File: config.mk
export PLATFORM = sky130hd
export DESIGN_NAME = hdr_expander
export DESIGN_NICKNAME = d
export VERILOG_FILES = /design/src/rtl/hdr_expander_pkg.sv /design/src/rtl/hdr_addr_widen.sv /design/src/rtl/hdr_field_pack.sv /design/src/rtl/hdr_emit_seq.sv /design/src/rtl/hdr_expander.sv
export SDC_FILE = /design/constraint.sdc
export NUM_CORES = 1
export LEC_CHECK = 0
export BUFFER_PORTS_ARGS = -buffer_cell sky130_fd_sc_hd__buf_2
export CORE_AREA = 2 2 231 233
export CTS_CLUSTER_DIAMETER = 30
export DETAILED_ROUTE_END_ITERATION = 7
export DIE_AREA = 0 0 233 235
export PLACE_DENSITY_LB_ADDON = 0.08
export RECOVER_POWER = 25
export SLEW_MARGIN = 10
export SYNTH_ARGS = -nofsm -noshare
export SYNTH_HDL_FRONTEND = slang
export SYNTH_SLANG_ARGS = --single-unit
File: constraint.sdc
create_clock -name clk -period 3.9 [get_ports clk]
set_clock_uncertainty 0.15 [all_clocks]
set_input_delay 0.195 -clock clk [delete_from_list [all_inputs] [get_ports clk]]
set_output_delay 0.195 -clock clk [all_outputs]
set_load 0.02 [all_outputs]
File: src/rtl/hdr_expander_pkg.sv
package hdr_expander_pkg;

    localparam int ADDR_BYTES = 16;
    localparam int ADDR_W     = ADDR_BYTES * 8;
    localparam int HDR_BYTES  = 40;
    localparam int HDR_W      = HDR_BYTES * 8;
    localparam int CODE_W     = 4;

    typedef enum logic [1:0] {
        SEQ_IDLE = 2'd0,
        SEQ_HDR  = 2'd1,
        SEQ_PAY  = 2'd2
    } seq_state_e;

    // Byte count carried by an address length code; zero selects a full address.
    function automatic logic [4:0] code_bytes(input logic [CODE_W-1:0] code);
        return (code == '0) ? 5'(ADDR_BYTES) : 5'(code);
    endfunction

endpackage

File: src/rtl/hdr_addr_widen.sv
module hdr_addr_widen
    import hdr_expander_pkg::*;
#(
    parameter int NBYTES = ADDR_BYTES
) (
    input  logic [CODE_W-1:0]   code,
    input  logic [NBYTES*8-1:0] addr,
    input  logic [NBYTES*8-1:0] prefix,
    output logic [NBYTES*8-1:0] wide
);

    // Byte j counts from the least significant end: low bytes come from the
    // packet, the remaining upper bytes from the prefix.
    for (genvar j = 0; j < NBYTES; j++) begin : g_byte
        logic keep;
        assign keep = (code == '0) || (j < int'(code));
        assign wide[j*8 +: 8] = keep ? addr[j*8 +: 8] : prefix[j*8 +: 8];
    end

endmodule

File: src/rtl/hdr_field_pack.sv
module hdr_field_pack
    import hdr_expander_pkg::*;
#(
    parameter int LEN_W = 16
) (
    input  logic [7:0]        tclass,
    input  logic [19:0]       flow,
    input  logic [7:0]        next_hdr,
    input  logic [3:0]        hops,
    input  logic [CODE_W-1:0] scode,
    input  logic [CODE_W-1:0] dcode,
    input  logic [LEN_W-1:0]  flen,
    input  logic [ADDR_W-1:0] src_wide,
    input  logic [ADDR_W-1:0] dst_wide,
    output logic [HDR_W-1:0]  hdr_vec,
    output logic              pay_empty
);

    localparam int SUM_W = 7;

    logic [SUM_W-1:0] raw_len;
    logic [SUM_W-1:0] pad_len;
    logic [LEN_W-1:0] pad_ext;
    logic [LEN_W-1:0] pay_len;
    logic [15:0]      pay_field;

    always_comb begin
        raw_len   = SUM_W'(6) + SUM_W'(code_bytes(scode)) + SUM_W'(code_bytes(dcode));
        pad_len   = (raw_len + SUM_W'(3)) & ~SUM_W'(3);
        pad_ext   = LEN_W'(pad_len);
        pay_len   = (flen >= pad_ext) ? (flen - pad_ext) : '0;
        pay_field = 16'(pay_len);
        pay_empty = (pay_len == '0);
        hdr_vec   = {4'h6, tclass, flow, pay_field, next_hdr, 4'h0, hops,
                     src_wide, dst_wide};
    end

endmodule

File: src/rtl/hdr_emit_seq.sv
module hdr_emit_seq
    import hdr_expander_pkg::*;
#(
    parameter int NBYTES = HDR_BYTES
) (
    input  logic                clk,
    input  logic                rst_n,
    input  logic                hdr_valid,
    output logic                hdr_ready,
    input  logic [NBYTES*8-1:0] hdr_vec,
    input  logic                hdr_empty,
    input  logic                in_valid,
    output logic                in_ready,
    input  logic [7:0]          in_data,
    input  logic                in_last,
    output logic                out_valid,
    input  logic                out_ready,
    output logic [7:0]          out_data,
    output logic                out_last
);

    localparam int VW    = NBYTES * 8;
    localparam int CNT_W = $clog2(NBYTES);
    localparam logic [CNT_W-1:0] LAST_IDX = CNT_W'(NBYTES - 1);

    typedef struct packed {
        seq_state_e       st;
        logic [CNT_W-1:0] cnt;
        logic [VW-1:0]    sh;
        logic             empty;
    } seq_t;

    seq_t seq_d, seq_q;

    always_comb begin
        seq_d     = seq_q;
        hdr_ready = 1'b0;
        in_ready  = 1'b0;
        out_valid = 1'b0;
        out_data  = 8'h00;
        out_last  = 1'b0;
        unique case (seq_q.st)
            SEQ_IDLE: begin
                hdr_ready = 1'b1;
                if (hdr_valid) begin
                    seq_d.st    = SEQ_HDR;
                    seq_d.cnt   = '0;
                    seq_d.sh    = hdr_vec;
                    seq_d.empty = hdr_empty;
                end
            end
            SEQ_HDR: begin
                out_valid = 1'b1;
                out_data  = seq_q.sh[VW-1 -: 8];
                out_last  = seq_q.empty && (seq_q.cnt == LAST_IDX);
                if (out_ready) begin
                    seq_d.sh  = seq_q.sh << 8;
                    seq_d.cnt = seq_q.cnt + CNT_W'(1);
                    if (seq_q.cnt == LAST_IDX) begin
                        seq_d.st = seq_q.empty ? SEQ_IDLE : SEQ_PAY;
                    end
                end
            end
            SEQ_PAY: begin
                out_valid = in_valid;
                out_data  = in_data;
                out_last  = in_last;
                in_ready  = out_ready;
                if (in_valid && out_ready && in_last) begin
                    seq_d.st = SEQ_IDLE;
                end
            end
            default: seq_d.st = SEQ_IDLE;
        endcase
    end

    always_ff @(posedge clk) begin
        if (!rst_n) begin
            seq_q.st    <= SEQ_IDLE;
            seq_q.cnt   <= '0;
            seq_q.sh    <= '0;
            seq_q.empty <= 1'b0;
        end else begin
            seq_q <= seq_d;
        end
    end

endmodule

File: src/rtl/hdr_expander.sv
module hdr_expander
    import hdr_expander_pkg::*;
#(
    parameter int LEN_W = 16
) (
    input  logic              clk,
    input  logic              rst_n,
    input  logic [127:0]      src_prefix,
    input  logic [127:0]      dst_prefix,
    input  logic              hdr_valid,
    output logic              hdr_ready,
    input  logic [7:0]        hdr_tclass,
    input  logic [19:0]       hdr_flow,
    input  logic [7:0]        hdr_next,
    input  logic [3:0]        hdr_hops,
    input  logic [3:0]        hdr_scode,
    input  logic [3:0]        hdr_dcode,
    input  logic [127:0]      hdr_saddr,
    input  logic [127:0]      hdr_daddr,
    input  logic [LEN_W-1:0]  hdr_flen,
    input  logic              in_valid,
    output logic              in_ready,
    input  logic [7:0]        in_data,
    input  logic              in_last,
    output logic              out_valid,
    input  logic              out_ready,
    output logic [7:0]        out_data,
    output logic              out_last
);

    logic [ADDR_W-1:0] src_wide;
    logic [ADDR_W-1:0] dst_wide;
    logic [HDR_W-1:0]  hdr_vec;
    logic              pay_empty;

    hdr_addr_widen #(.NBYTES(ADDR_BYTES)) u_src_widen (
        .code   (hdr_scode),
        .addr   (hdr_saddr),
        .prefix (src_prefix),
        .wide   (src_wide)
    );

    hdr_addr_widen #(.NBYTES(ADDR_BYTES)) u_dst_widen (
        .code   (hdr_dcode),
        .addr   (hdr_daddr),
        .prefix (dst_prefix),
        .wide   (dst_wide)
    );

    hdr_field_pack #(.LEN_W(LEN_W)) u_pack (
        .tclass    (hdr_tclass),
        .flow      (hdr_flow),
        .next_hdr  (hdr_next),
        .hops      (hdr_hops),
        .scode     (hdr_scode),
        .dcode     (hdr_dcode),
        .flen      (hdr_flen),
        .src_wide  (src_wide),
        .dst_wide  (dst_wide),
        .hdr_vec   (hdr_vec),
        .pay_empty (pay_empty)
    );

    hdr_emit_seq #(.NBYTES(HDR_BYTES)) u_seq (
        .clk       (clk),
        .rst_n     (rst_n),
        .hdr_valid (hdr_valid),
        .hdr_ready (hdr_ready),
        .hdr_vec   (hdr_vec),
        .hdr_empty (pay_empty),
        .in_valid  (in_valid),
        .in_ready  (in_ready),
        .in_data   (in_data),
        .in_last   (in_last),
        .out_valid (out_valid),
        .out_ready (out_ready),
        .out_data  (out_data),
        .out_last  (out_last)
    );

endmodule

==> results.yml <==
critical_path:
  start_kind: "input pin"
  crit_type: "in2reg"
  worstSetupEndpoint: "u_seq.seq_q[273]"
  cp.required_ns: 4.23
  cp-end-kind: "flip-flop"
  r2r_cells: 8
  crit_start: "hdr_scode[2]"
  crit_arrival_ns: 4.07
  reg2reg_to: "u_seq.seq_q[291]"
  r2r_slack_ns: 0.24
  reg2reg_from: "u_seq.seq_q[328]"
  crit_fanout: 9
routing:
  vias_per_cell: 5.20
  first_iter_violations: 1310
  detail_route.first_pass.iterations: 5
  wl_per_cell_um: 18.5
  antenna_left: 0
  wirelength_um: 71600
  drc_errors: 0
  num_vias: 20100
sta:
  final_hold_viol_count: 0
  relSlewSlack_pct: -37.5
  fin_ws_ns: 0.161
  slew_viol_final: 92
  finalCritPeriodShare_pct: 95.9
  setup_viol: 0
  worst_pin_slew_ns: 2.06
  min_period_ns: 3.74
  fmax_mhz: 267
clocking:
  numCtsBuffers: 85
  clock_latency_ns: 0.60
  clock_sinks: 329
  path_clk_slew_ns: 0.04
  cts_setup_buffers: 0
  cts_buffer_depth: 3
  htreeDepth: 3
  cts_tree: "done"
  cts-root-buf: "clkbuf_16"
floorplan:
  initial_core_util_pct: 34.0
  design.core.area_sq_um: 52200
  ios: 602
  rows: 84
  die_width_um: 233
  fp.dieH_um: 235
  fp.dieArea_sq_um: 54800
layout:
  largest_reg_flops: 329
  multi_input_area_sq_um: 10400
  area_growth_pct: 67.2
  fin_cells: 3862
  fillers: 4581
  regMostFlops: "u_seq.seq_q"
  drive_above_1_share_pct: 30.8
  seq_area_sq_um: 6590
  nNetsFinal: 3710
  final_util_pct: 56.9
  top_regs: "u_seq.seq_q (329)"
logic_synthesis:
  ys_top_cells_by_count: "dfxtp_1 (329), nor2_1 (313), a221oi_1 (241)"
  synthCells: 2024
  synth_top_area_share_pct: 37.1
  synthTopCellsByArea: "dfxtp_1 (37%), a221oi_1 (12%), mux2_2 (11%)"
  synth_most_common_cell: "dfxtp_1"
  synth_edf_count: 0
  ys_ff_latch: 329
  synth_ff_type: "dfxtp_1"
  syn_avg_cell_area_sq_um: 8.78
  syn_area_sq_um: 17800
  yosysSeqAreaShare_pct: 37.1
  synth_nets: 2634
  yosysTopAreaCell: "dfxtp_1"
  synth_cell_type_count: 64
  async_flop_share_pct: 0
  ys_warn_count: 0
global_route:
  antenna_found_initial: 6
  grt_usage_pct: 25.3
  grt_max_degree: 195
  grt_first_pass_wirelength_um: 111000
  grt_pass1_vias: 20800
  overflow: 0
power:
  max-vdd-ir-drop_mv: 0.306
  p_leak_nw: 12.5
  p_int_mw: 10.3
  pwr-share-seq_pct: 28.5
  swShare_pct: 26.9
  power.density_nw_per_um2: 474
  clkPwrFrac_pct: 50.3
  power.share.combinational_pct: 21.2
  power.total_mw: 14.1
  p_switching_mw: 3.79
placed_design:
  dp_hpwl_um: 46500
  port-buffer-count: 585
  place_ws_ns: -0.0537
  dpl.cell_count: 3155
  gp_congestion: 0.842
hold_path:
  hp-class: "in2reg"
status:
  violations: "max-capacitance violations, max-slew violations"
  status: "complete, but fails checks"
run:
  maxCapViolations: 1
-- per-layer routing --
layer	wire, um	vias up	track usage [%]
li1	-	9722	-
met1	30700	9532	31.4
met2	34900	681	43.5
met3	3820	151	4.64
met4	2140	2	8.90
met5	11	-	0
-- cells in the final DEF (no fill, tap or decap), types with 8 or more instances in the layout --
cell             n
buf_12           9
nand2_1         78
clkbuf_1        24
ha_1            17
nor2b_1         21
a21oi_1        129
inv_1           17
nand3_1         11
xor2_1          11
nor2_1         313
buf_4           37
a21boi_0         8
a221oi_1       240
bufinv_16       10
clkbuf_8        14
o21ai_0        102
clkbuf_16       88
dlygate4sd3_1  546
nor3b_1        210
xnor2_1          9
mux2_2         168
clkinv_2        17
buf_2          576
dfxtp_1        329
a22oi_1         15
mux2i_1         57
-- power by group through the flow --
stage | Combinational [mW] | Clock (mW) | Sequential [mW]
global route | 3.29 | 7.40 | 4.05
CTS | 2.97 | 7.21 | 4.00
global placement | 2.39 | 0 | 4.05
finish | 2.99 | 7.09 | 4.01
floorplan | 1.61 | 0 | 3.97
detailed placement | 2.43 | 0 | 4.06
-- how the worst min path moves through the flow --
stage,end,depth (start not counted),slack (ns),startpoint
after floorplan,u_seq.seq_q[8],2,0.20,hdr_daddr[7]
after global placement,u_seq.seq_q[4],2,0.31,u_seq.seq_q[4]
after detailed placement,u_seq.seq_q[3],2,0.31,u_seq.seq_q[3]
after CTS,u_seq.seq_q[112],4,0.001,hdr_daddr[111]
after global routing,u_seq.seq_q[167],4,0.02,hdr_saddr[38]
final,u_seq.seq_q[59],4,0.01,hdr_daddr[58]
-- layout make-up --
| type | count | area share (%) |
|---|---|---|
| Antenna cell | 5 | 0.0421 |
| Sequential cell | 329 | 22.2 |
| Timing Repair Buffer | 1180 | 29.8 |
| Tap cell | 688 | 2.90 |
| Multi-Input combinational cell | 1486 | 34.9 |
| Clock inverter | 38 | 1.62 |
| Inverter | 18 | 0.227 |
| Clock buffer | 118 | 8.26 |
-- critical path, stage by stage --
cell and delay (ns):
buf_2 0.10, inv_1 0.05, ha_1 0.28, inv_1 0.04, ha_1 0.31, ha_1 0.29, inv_1 0.05, nor2_1 0.04
o21a_1 0.18, o21ai_1 0.16, nand2b_1 0.08, a21oi_1 0.17, ha_1 0.29, and3_2 0.24, a41oi_2 0.22, nand3b_1 0.14
and2_2 0.29, a221oi_1 0.29, nor2_1 0.08, dlygate4sd3_1 0.56
-- what timing repair did --
action | in CTS | in global routing
resized for setup | 0 | 6
hold endpoints to repair | 319 | 0
hold buffers | 546 | 0
endpoints found under the setup margin | 0 | 3
-- through the flow --
stage               hold slack (ns)  instance area, sq um  TNS (ns)
floorplan                     0.203                 17800         0
global placement              0.307                 21300   -0.0623
detailed placement            0.310                 21300    -0.301
CTS                         0.00114                 29700         0
global route                 0.0217                 29700  -0.00614
finish                       0.0140                 29700         0
-- kinds of logic after synthesis --
logic type	Yosys count	synth area share [%]
AOI/OAI and AO/OA	532	21.1
xor gates and xnor gates	20	0.986
adders and majority gates	20	1.49
buffers and inverters	209	4.80
DFF	329	37.1
muxes	225	13.9
other	1	0.0211
and+or+nand+nor	688	20.6
Power figures use the tool's default switching activity.
